[src/rtl/flash_cmd_fsm.sv]
module flash_cmd_fsm #(
  parameter int P_CYCLES = 8,
  parameter int E_CYCLES = 16
) (
  input  logic       clk,
  input  logic       rst_n,
  input  logic       cmd_valid,
  input  logic [7:0] cmd_byte,
  input  logic       tgt_locked,
  input  logic       supply_low,
  input  logic       op_fail,
  output logic [1:0] rd_mode,
  output logic [7:0] status
);
  localparam int MAXC = (P_CYCLES > E_CYCLES) ? P_CYCLES : E_CYCLES;
  localparam int CW = $clog2(MAXC + 1);
  localparam logic [CW-1:0] PC = CW'(P_CYCLES);
  localparam logic [CW-1:0] EC = CW'(E_CYCLES);

  localparam logic [1:0] M_ARR = 2'd0, M_STS = 2'd1, M_CFG = 2'd2, M_QRY = 2'd3;

  typedef enum logic [3:0] {
    S_IDLE, S_PSET, S_ESET, S_LSET, S_PROG, S_ERS,
    S_PSUS, S_ESUS, S_EPSET, S_EPROG, S_ELSET
  } st_t;

  st_t st;
  logic [1:0] mode;
  logic e1, e3, e4, e5;
  logic [CW-1:0] pcnt, ecnt;

  logic is_rd;
  logic [1:0] rd_code;
  logic lock_ok;
  logic idle;

  always_comb begin
    is_rd = 1'b1;
    rd_code = M_ARR;
    case (cmd_byte)
      8'hFF: rd_code = M_ARR;
      8'h70: rd_code = M_STS;
      8'h90: rd_code = M_CFG;
      8'h98: rd_code = M_QRY;
      default: is_rd = 1'b0;
    endcase
  end

  assign lock_ok = (cmd_byte == 8'h01) || (cmd_byte == 8'hD0) || (cmd_byte == 8'h2F);
  assign idle = (st == S_IDLE);

  assign rd_mode = mode;
  assign status = {
    !(st == S_PROG || st == S_ERS || st == S_EPROG),
    (st == S_ESUS || st == S_EPSET || st == S_EPROG || st == S_ELSET),
    e5, e4, e3,
    (st == S_PSUS),
    e1, 1'b0
  };

  always_ff @(posedge clk or negedge rst_n) begin
    if (!rst_n) begin
      st <= S_IDLE;
      mode <= M_ARR;
      e1 <= 1'b0;
      e3 <= 1'b0;
      e4 <= 1'b0;
      e5 <= 1'b0;
      pcnt <= '0;
      ecnt <= '0;
    end else begin
      case (st)
        S_IDLE: if (cmd_valid) begin
          if (is_rd) mode <= rd_code;
          else case (cmd_byte)
            8'h50: begin e1 <= 1'b0; e3 <= 1'b0; e4 <= 1'b0; e5 <= 1'b0; end
            8'h40, 8'h10: begin st <= S_PSET; mode <= M_STS; end
            8'h20: begin st <= S_ESET; mode <= M_STS; end
            8'h60: begin st <= S_LSET; mode <= M_STS; end
            default: ;
          endcase
        end

        S_PSET, S_EPSET: if (cmd_valid) begin
          mode <= M_STS;
          st <= (st == S_PSET) ? S_IDLE : S_ESUS;
          if (e3) ;
          else if (supply_low) begin e3 <= 1'b1; e4 <= 1'b1; end
          else if (tgt_locked) e1 <= 1'b1;
          else begin
            st <= (st == S_PSET) ? S_PROG : S_EPROG;
            pcnt <= PC;
          end
        end

        S_ESET: if (cmd_valid) begin
          mode <= M_STS;
          st <= S_IDLE;
          if (cmd_byte != 8'hD0) begin e4 <= 1'b1; e5 <= 1'b1; end
          else if (e3) ;
          else if (supply_low) begin e3 <= 1'b1; e5 <= 1'b1; end
          else if (tgt_locked) e1 <= 1'b1;
          else begin st <= S_ERS; ecnt <= EC; end
        end

        S_LSET, S_ELSET: if (cmd_valid) begin
          mode <= M_STS;
          st <= (st == S_LSET) ? S_IDLE : S_ESUS;
          if (!lock_ok) begin e4 <= 1'b1; e5 <= 1'b1; end
        end

        S_PROG, S_EPROG: begin
          if (pcnt <= 1) begin
            st <= (st == S_PROG) ? S_IDLE : S_ESUS;
            mode <= M_STS;
            if (op_fail) e4 <= 1'b1;
          end else begin
            pcnt <= pcnt - 1'b1;
            if (st == S_PROG && cmd_valid && cmd_byte == 8'hB0) begin
              st <= S_PSUS;
              mode <= M_STS;
            end
          end
        end

        S_ERS: begin
          if (ecnt <= 1) begin
            st <= S_IDLE;
            mode <= M_STS;
            if (op_fail) e5 <= 1'b1;
          end else begin
            ecnt <= ecnt - 1'b1;
            if (cmd_valid && cmd_byte == 8'hB0) begin
              st <= S_ESUS;
              mode <= M_STS;
            end
          end
        end

        S_PSUS: if (cmd_valid) begin
          if (is_rd) mode <= rd_code;
          else if (cmd_byte == 8'hD0) begin st <= S_PROG; mode <= M_STS; end
        end

        S_ESUS: if (cmd_valid) begin
          if (is_rd) mode <= rd_code;
          else case (cmd_byte)
            8'h40, 8'h10: begin st <= S_EPSET; mode <= M_STS; end
            8'h60: begin st <= S_ELSET; mode <= M_STS; end
            8'hD0: begin st <= S_ERS; mode <= M_STS; end
            default: ;
          endcase
        end

        default: st <= S_IDLE;
      endcase
    end
  end
endmodule

[config.mk]
export PLATFORM = sky130hd
export DESIGN_NAME = flash_cmd_fsm
export DESIGN_NICKNAME = d
export VERILOG_FILES = /design/src/rtl/flash_cmd_fsm.sv
export SDC_FILE = /design/constraint.sdc
export NUM_CORES = 1
export LEC_CHECK = 0
export BUFFER_PORTS_ARGS = -buffer_cell sky130_fd_sc_hd__buf_2
export CAP_MARGIN = 10
export CORE_ASPECT_RATIO = 0.8
export CORE_MARGIN = 2
export CORE_UTILIZATION = 60
export CTS_CLUSTER_DIAMETER = 40
export DETAILED_ROUTE_END_ITERATION = 10
export HOLD_SLACK_MARGIN = 0.02
export MAX_ROUTING_LAYER = met4
export PLACE_DENSITY = 0.81
export SKIP_LAST_GASP = 1
export SYNTH_ARGS = -nofsm -noshare
export SYNTH_HDL_FRONTEND = slang
export SYNTH_SLANG_ARGS = --single-unit
[constraint.sdc]
create_clock -name clk -period 4 [get_ports clk]
set_input_delay 0.2 -clock clk [delete_from_list [all_inputs] [get_ports clk]]
set_output_delay 0.2 -clock clk [all_outputs]
set_load 0.01 [all_outputs]
==> impl_metrics.toml <==
[global_route]
overflow = 0
grt_use_total_pct = 28.3
grt_start_max_net_pins = 26
grt_pass1_wl_um = 7310
grt_pass1_vias = 1538
antenna_found_initial = 0

[clocking]
cts_sinks = 20
postCtsResizedCells = 0
path_clk_slew_ps = 80
cts-root-buf = "clkbuf_8"
cts_made_buffers = 3
cts_tree = "done"
clk_path_buf_depth = 2
clock_latency_ps = 270
h-tree-depth = 1

[die]
dieArea_um2 = 3590
die_w_um = 66.4
core_area_um2 = 3040
die_h_um = 54.0
ios = 24
rows = 18
start_util_pct = 61.6

[worst_setup_path]
path_class = "flip-flop to flip-flop"
reg2reg_depth = 8
required_ps = 4160
regToRegSetupSlack_ps = 1350
startpoint_type = "flip-flop"
crit_path_end_kind = "flip-flop"
r2r_end = "st[1]$_DFFE_PN0P_"
r2r_start = "st[0]$_DFFE_PN0P_"
critPathArrivalTime_ps = 2810
cp_max_fo = 25

[hold_path]
min_path_cells = 2
hold_path_class = "primary input to flip-flop"
hold_start = "supply_low"
min_to = "e3$_DFFE_PN0P_"

[yosys]
syn-instance-count = 223
yosysUniqueCellTypes = 67
synth_area_leaders = "dfrtp_1, ha_1, mux2_4, nand2_1, nand3_1"
synthArstFlopShare_pct = 100
netlist.area_leader.share_pct = 26.7
ys_warn_count = 0
syn_area_um2 = 1870
ys_seq_area_share_pct = 26.7
yosysTopAreaCell = "dfrtp_1"
synth.avg_cell_area_um2 = 8.39
ys.flop_type = "dfrtp_1"
synth_fp_nets = 243
synth_edf_count = 0
ys_ff_latch = 20

[finish]
filler_cell_count = 253
utilization_pct = 66.6
syn2layout_area_growth_pct = 8.22
stdcell_area_um2 = 2030
multi_input_area_um2 = 1230
drive_above_1_share_pct = 18.9
regArea_um2 = 500
fin_nets = 254
fin_cells = 273
insertedDiodeCount = 0

[sta]
max_freq_ghz = 0.377
rsz0062_at_grt = "no"
slew_viol_final = 0
period_needed_ps = 2650
worst_slew_pin_slew_ps = 914
fin_setup_tns_ps = 0
hold_viol_final = 0
final.period_utilization_pct = 66.3
setup_viol = 0
fin_skew_ps = 14.0
max-slew-margin-rel_pct = 38.5

[place]
dp.cells = 268
place_area_um2 = 1940
numPortBuffers = 22
dp_hpwl_um = 3210
gp_congestion = 0.927

[route]
drt_iter0_markers = 150
wl_um = 4410
postRouteAntennaNets = 0
drc_errors = 0
drt_pass1_iterations = 4
num_vias = 1710
avgRoutedWirePerCell_um = 16.2
routed_via_density = 6.26

[power]
vdd_drop_max_uv = 482
leakage_nw = 0.802
power.density_nw_per_um2 = 742

[run]
maxCapViolCount = 0

[run_status]
outcome = "finished clean"
## state kept, by name, summed over array words and instances, names as in the netlist
register / cells
e1: 1
pcnt: 5
e3: 1
st: 4
ecnt: 5
e4: 1
e5: 1
rd_mode: 2
## worst max-delay path by stage
stage	from	endpoint	cells past startpoint
after CTS	st[0]$_DFFE_PN0P_	st[1]$_DFFE_PN0P_	8
final	st[0]$_DFFE_PN0P_	st[1]$_DFFE_PN0P_	8
after global placement	st[0]$_DFFE_PN0P_	st[1]$_DFFE_PN0P_	8
after detailed placement	st[0]$_DFFE_PN0P_	st[1]$_DFFE_PN0P_	8
after floorplan	st[0]$_DFFE_PN0P_	st[1]$_DFFE_PN0P_	9
after global routing	st[0]$_DFFE_PN0P_	st[1]$_DFFE_PN0P_	8
## synth_stat cells (3+ instances only)
| cell | n |
|---|---|
| o22ai_1 | 3 |
| xnor2_1 | 3 |
| xor2_1 | 4 |
| a221oi_1 | 3 |
| dfrtp_1 | 20 |
| inv_1 | 11 |
| a21oi_1 | 10 |
| nor2b_1 | 7 |
| mux2_4 | 4 |
| o211ai_1 | 4 |
| ha_1 | 6 |
| nand4b_1 | 3 |
| buf_4 | 5 |
| nor2_1 | 9 |
| nand2_1 | 16 |
| or3_1 | 5 |
| buf_1 | 3 |
| nor4_1 | 5 |
| nand3_1 | 11 |
| and2_1 | 5 |
| nand2b_1 | 6 |
| o21a_1 | 4 |
| o21ai_0 | 11 |
| and4_1 | 3 |
| nor3_1 | 8 |
| clkbuf_1 | 8 |
## placed cells by master, fill, tap and decap left out, types with 4 or more instances in the layout
cell type	count
inv_1	11
a21oi_1	10
o211ai_1	4
o21ai_0	11
buf_2	22
nor2_1	9
nor2b_1	7
nor3_1	8
nand3_1	11
nor4_1	5
xor2_1	4
dfrtp_1	20
o21a_1	4
and2_1	5
nand2b_1	6
ha_1	6
mux2_4	4
nand2_1	16
or3_1	5
## repair_timing
item | 4_1_cts | 5_1_grt
buffers inserted | 0 | 0
hold endpoints to repair | 20 | 0
hold buffers | 1 | 0
## layer usage
| metal | share of wire, % | up-vias | track usage [%] |
|---|---|---|---|
| li1 | - | 854 | - |
| met3 | 5.9 | 6 | 3.77 |
| met4 | 1.4 | 0 | 7.48 |
| met1 | 47 | 793 | 39.0 |
| met5 | 0 | - | - |
| met2 | 46 | 57 | 44.3 |
## through the flow
stage                     power, mW  hold slack, ps  setup slack (ps)
after floorplan                1.11           -95.6              1770
after global placement         1.26             172              1520
after detailed placement       1.28             182              1420
after CTS                      1.50             215              1380
after global routing           1.63             231              1150
final                          1.50             219              1350
## kinds of logic after synthesis
family	after synthesis	synth area share, %
buffers and inverters	29	7.29
adder cells (fa/ha/maj)	6	4.01
XOR/XNOR	7	3.28
multiplexers	4	3.21
flip-flops	20	26.7
AO/OA/AOI/OAI	60	24.1
AND/OR/NAND/NOR	96	31.1
other	1	0.200
## worst max-delay path, cell delays in order (launching register included)
cell	delay, ps
dfrtp_1	830
nor2b_1	390
nand2_1	130
ha_1	210
nor4_1	280
nor3_1	70
a41oi_1	190
o221ai_1	140
mux2_4	290
## report_power, final
part           internal, mW  switching [mW]
Clock                 0.134          0.0711
Sequential            0.284           0.162
Combinational         0.414           0.438
Total                 0.832           0.671
## cell type report
cell class	instances	area share, %
timing repair buffer	24	6.30
clock inverter	1	1.48
tap	40	2.47
multi-input combinational	174	61.0
inverter	11	2.04
clock buffer	3	2.04
sequential	20	24.7
(Power assumes the default switching activity.)
